$ cat config.mk
export PLATFORM = sky130hd
export DESIGN_NAME = rdbk_traffic_gen
export DESIGN_NICKNAME = d
export VERILOG_FILES = /design/src/rtl/rdbk_traffic_gen.sv
export SDC_FILE = /design/constraint.sdc
export NUM_CORES = 1
export LEC_CHECK = 0
export ABC_CLOCK_PERIOD_IN_PS = 1600
export BUFFER_PORTS_ARGS = -buffer_cell sky130_fd_sc_hd__clkbuf_2
export CORE_ASPECT_RATIO = 1.25
export CORE_MARGIN = 2
export CORE_UTILIZATION = 41
export DETAILED_ROUTE_END_ITERATION = 8
export GPL_ROUTABILITY_DRIVEN = 1
export PLACE_DENSITY = 0.77
export REMOVE_ABC_BUFFERS = 1
export SYNTH_ARGS = -nofsm -noshare
export SYNTH_HDL_FRONTEND = slang
export SYNTH_SLANG_ARGS = --single-unit
export TNS_END_PERCENT = 100
$ cat constraint.sdc
create_clock -name clk -period 1.6 [get_ports clk]
set_input_delay 0.08 -clock clk [delete_from_list [all_inputs] [get_ports clk]]
set_output_delay 0.08 -clock clk [all_outputs]
set_load 0.02 [all_outputs]
$ cat src/rtl/rdbk_traffic_gen.sv
module rdbk_traffic_gen #(
  parameter int PORT_ID = 0,
  parameter int NUM_REQ = 4,
  parameter int AW      = 16,
  parameter int BASE    = 'h100,
  parameter int TW      = 16,
  localparam int IW     = (NUM_REQ > 1) ? $clog2(NUM_REQ) : 1,
  localparam int TGW    = IW + 1
) (
  input  logic           clk,
  input  logic           rst,
  input  logic           start,
  input  logic [TW-1:0]  timeout_lim,
  output logic           req_valid,
  input  logic           req_ready,
  output logic           req_write,
  output logic [AW-1:0]  req_addr,
  output logic [TGW-1:0] req_tag,
  output logic [31:0]    req_wdata,
  input  logic           rsp_valid,
  input  logic [TGW-1:0] rsp_tag,
  input  logic [31:0]    rsp_data,
  output logic           gen_done,
  output logic           chk_pass,
  output logic           chk_fail
);

  typedef enum logic [2:0] {S_IDLE, S_WR, S_RD, S_WAIT, S_DONE} st_t;

  st_t              st;
  logic [IW-1:0]    idx;
  logic [NUM_REQ-1:0] pend;
  logic             err;
  logic [TW-1:0]    tcnt;

  function automatic logic [31:0] pattern(input logic [AW-1:0] a);
    return {8'(PORT_ID), ~a[7:0], 16'(a)};
  endfunction

  wire last = (idx == IW'(NUM_REQ - 1));
  wire fire = req_valid && req_ready;

  assign req_valid = (st == S_WR) || (st == S_RD);
  assign req_write = (st == S_WR);
  assign req_addr  = AW'(BASE) + AW'(idx);
  assign req_tag   = TGW'(idx);
  assign req_wdata = pattern(req_addr);

  wire [IW-1:0] rsp_idx = rsp_tag[IW-1:0];
  wire rsp_known = (rsp_tag < TGW'(NUM_REQ)) && pend[rsp_idx];
  wire rsp_bad   = rsp_valid &&
                   (!rsp_known || rsp_data != pattern(AW'(BASE) + AW'(rsp_idx)));

  wire [NUM_REQ-1:0] pend_clr = (rsp_valid && rsp_known) ? NUM_REQ'(1) << rsp_idx : '0;
  wire [NUM_REQ-1:0] pend_set = (st == S_RD && fire) ? NUM_REQ'(1) << idx : '0;

  always_ff @(posedge clk) begin
    if (rst) begin
      st <= S_IDLE;  idx <= '0;  pend <= '0;  err <= 1'b0;  tcnt <= '0;
      gen_done <= 1'b0;  chk_pass <= 1'b0;  chk_fail <= 1'b0;
    end else if (start) begin
      st <= S_WR;  idx <= '0;  pend <= '0;  err <= 1'b0;  tcnt <= '0;
      gen_done <= 1'b0;  chk_pass <= 1'b0;  chk_fail <= 1'b0;
    end else begin
      case (st)
        S_WR: begin
          if (rsp_valid) err <= 1'b1;
          if (fire) begin
            idx <= last ? '0 : idx + 1'b1;
            if (last) begin
              st   <= S_RD;
              tcnt <= '0;
            end
          end
        end
        S_RD, S_WAIT: begin
          pend <= (pend & ~pend_clr) | pend_set;
          tcnt <= tcnt + 1'b1;
          if (rsp_bad) err <= 1'b1;
          if (st == S_WAIT && pend == '0) begin
            st       <= S_DONE;
            chk_pass <= !(err || rsp_bad);
            chk_fail <= err || rsp_bad;
          end else if (tcnt == timeout_lim) begin
            st       <= S_DONE;
            chk_fail <= 1'b1;
          end else if (st == S_RD && fire) begin
            idx <= last ? '0 : idx + 1'b1;
            if (last) begin
              st       <= S_WAIT;
              gen_done <= 1'b1;
            end
          end
        end
        S_DONE: begin
          if (rsp_valid) begin
            chk_fail <= 1'b1;
            chk_pass <= 1'b0;
          end
        end
        default: ;
      endcase
    end
  end

endmodule

==> results summary <==
The count of cell types in the netlist is 52. The total iterations of the first detailed-routing run is 4. TritonCTS built the clock tree. The standard cell core area is 0.005044 mm². The flow ran to the end, but the final reports show violations. The count of fill cells added during filler insertion came out at 456. For the worst flop-to-flop path, the logic depth is 4. The first global-routing pass estimated 7.162 mm of wire.

The number of clock buffers inserted by TritonCTS is 5. The delay of the slowest cell on the worst path is 560 ps. The maximum vdd ir drop came out at 0.3094 mV. The total number of placement rows came out at 29. Among all stages on the critical path, the largest delay is contributed by sky130_fd_sc_hd__or4b_4. The share of the synthesized area in compound gates (AO/OA/AOI/OAI) came out at 0.09977.

The total overflow reported by the global router came out at 0. The average instance in the mapped netlist occupies 8.460 µm². The critical path is of the register to register type. Power spread over the standard cell area amounts to 605.2 mW/mm². Synthesis handed over a netlist of 252 instances. Clock skew on the completed layout was measured at 5.585 ps.

Once layout is complete, the utilization of the core stands at 0.5554. The via density per instance came out at 4.798. The HPWL after detailed placement is 3.751 mm.

The portion of synthesized area spent on multiplexers is 0.009977. The minimum setup slack in the final design is -35.00 ps. The placed instance area came out at 0.002566 mm². The data required time of the worst path is 1770 ps. The type of origin of the critical path is a register. Once detail routing completed, the nets flagged for antenna violations numbered 0.

Of the total synthesized cell area, the portion taken by XOR and XNOR cells is 0.1315. The fraction of the mapped netlist area in adder cells is 0.02934. The via count of the first global-routing pass is 1,739. The footprint of the flip-flops and latches came out at 600.6 µm².

The analysis attributes to cell leakage a power of 0.001260 µW. The share of the clock period used by the worst path came out at 1.022. The final route contains 1,996 vias. After synthesis the cells add up to 0.002132 mm². The final-stage net count came out at 414. The Yosys warning count is 0.

The synthesis-to-layout area growth is 31.40%. Setup violations remaining at the end of the flow were counted as 2. The antenna cell count is 0. The routed length per instance is 11.34 µm. The fraction of registers with async set or reset after synthesis came out at 0. Summing all non-filler instances in the final layout gives an area of 0.002801 mm². The number of hold violations in the final report is 0. The simple-gate portion of the synthesized area came out at 0.2658. The die area is 0.005797 mm². The critical path arrival is 1800 ps.

The CTS sink count came out at 29. The maximum buffer depth of the clock tree is 2. The worst setup path startpoint is pend[1].

The sequential cell area fraction in the yosys report came out at 0.2723. The capturing point of the worst reg2reg path is st[0]. The design draws 1695 µW. The area taken by multi-input logic gates came out at 0.001381 mm².

The fraction of layout instances using a drive strength above 1 came out at 0.4096. Of all nets on the critical path, the largest fanout is 3. The total global routing track utilization is 0.1604. By area, the combinational part of the netlist is dominated by simple AND/OR/NAND/NOR gates. The fmax is 611.6 MHz. The most common flop cell mapped by yosys is sky130_fd_sc_hd__dfxtp_1.

The worst setup path is captured at a register. The clock tree root driver cell is sky130_fd_sc_hd__clkbuf_8. The worst register-to-register path begins at pend[1].

The time the final worst path needs with I/O delays and setup is 1635 ps. The checks that failed: setup timing. Timing analysis after detailed placement gives a worst setup slack of -56.96 ps.

In this run the worst setup path terminates at st[0]. The number of buffers inserted by port buffering came out at 68. The later-pin clock latency in the skew report is 280 ps.

The count of flip-flops with a built-in enable after synthesis is 0. Clock-pin slew was measured on the worst setup and hold paths at 70 ps. Synthesis inferred 29 register bits. For this block, the initial DRC count from the detailed router was 53.

The maximum number of pins on one net before global-route repair came out at 12. In the routed design, unresolved DRC markers number 0. The signal on the critical path passes through or4b_4, nor3_4, nor3_2, o41a_1. Pin placement for this block handled 112 I/O pins. The final max-slew violation count came to 0. The class of the tightest hold or removal check is input pin to register. The final estimated routing congestion in global placement is 0.7754. CTS built an H-tree with a depth of 2.

Setup repair after global routing could not meet its margin everywhere. The reg-to-reg setup timing slack is -30 ps. The starting utilization of the core area is 0.4227. Buffers inserted to repair hold after CTS numbered 0. The horizontal extent of the die came out at 68.50 µm. The initial antenna violation count came to 0. The height of the chip is 84.63 µm. The detailed-route wire length came out at 4.716 mm. The number of max-capacitance violations reported came out at 0.
## area by class of cell
type                            instances  area share
Clock inverter                          1    0.001787
Inverter                                4    0.005360
Sequential cell                        29      0.2144
Clock buffer                            7     0.03439
Multi-Input combinational cell        207      0.4931
Timing Repair Buffer                  106      0.2233
Tap cell                               62     0.02769
## per-layer routing
layer | vias to the layer above | global-route usage | share of wire
li1 | 988 | - | -
met1 | 911 | 0.1794 | 0.37
met2 | 89 | 0.2850 | 0.54
met3 | 8 | 0.04290 | 0.073
met4 | 0 | 0.04909 | 0.013
met5 | - | 0 | 0
## cells by family after synthesis
logic type      after synthesis
xor+xnor                     32
compound gates               27
other cells                   2
buf+inv                      57
mux                           2
flops                        29
simple gates                 98
fa+ha+maj                     5
## report_power, final
part | internal [µW] | switching, µW
Clock | 388 | 289
Sequential | 722 | 5.20
Combinational | 104 | 187
Total | 1210 | 480
## cells in the final DEF, fill, tap and decap left out, drive strengths merged, types with 2 or more instances in the layout
master | netlist | layout
nor3 | 5 | 5
nor2b | 2 | 2
nand3 | 9 | 9
a21oi | 7 | 7
nand2b | 2 | 2
a22oi | 2 | 2
clkbuf | 3 | 75
inv | 4 | 4
a31oi | 4 | 4
nand2 | 15 | 15
and3 | 5 | 5
buf | 50 | 38
nor2 | 26 | 26
a2111oi | 2 | 2
and4 | 3 | 3
nor4b | 2 | 2
xor2 | 12 | 12
dfxtp | 29 | 29
o21ai | 4 | 4
nand4 | 11 | 11
nor3b | 2 | 2
nor4 | 6 | 6
conb | 2 | 43
or3 | 3 | 3
xnor2 | 20 | 20
ha | 5 | 5
## worst min path at each step
stage            end  slack (ps)  cells past startpoint  start
6_report       st[0]          90                      3    rst
5_1_grt        st[0]         110                      3    rst
3_5_place_dp   st[0]         390                      2  start
2_1_floorplan  st[0]         220                      1  start
4_1_cts        st[0]          80                      3    rst
3_3_place_gp   st[0]         380                      2  start
## cells in the mapped netlist, drive strengths merged, types with 4 or more instances
library cell  instances  area, µm²
nand3                 9      45.04
buf                  50      374.1
a21oi                 7      35.03
xnor2                20      175.2
nor3                  5      35.03
ha                    5      62.56
nand4                11      68.82
a31oi                 4      31.28
nor4                  6      52.55
nand2                15      56.30
inv                   4      15.01
xor2                 12      105.1
o21ai                 4      20.01
dfxtp                29      580.6
and3                  5      31.28
nor2                 26      97.59
## flip-flops by register name, indices dropped and copies added (netlist names)
register and flops:
tcnt 16, err 1, chk_pass 1, idx 2, gen_done 1, chk_fail 1
pend 4, st 3
## critical path, delay by kind of cell (launching register included)
| family | cells | cell delay, ps |
|---|---|---|
| flops | 1 | 330 |
| simple gates | 3 | 880 |
| compound gates | 1 | 300 |
## repair_timing
| item | CTS | global route |
|---|---|---|
| buffers inserted | 0 | 5 |
| pin swaps | 1 | 17 |
| resized for setup | 3 | 25 |
| setup endpoints to repair | 6 | 28 |
| gates cloned | 0 | 0 |
## stage by stage
stage / hold WS (ps) / TNS (ps) / instances
finish: 91.88 / -47.26 / 416
detailed placement: 386.8 / -87.83 / 403
global route: 106.4 / -329.0 / 416
global placement: 377.4 / -24.81 / 403
CTS: 83.12 / -14.61 / 411
floorplan: 221.9 / -9142 / 240
(Power assumes the default switching activity.)
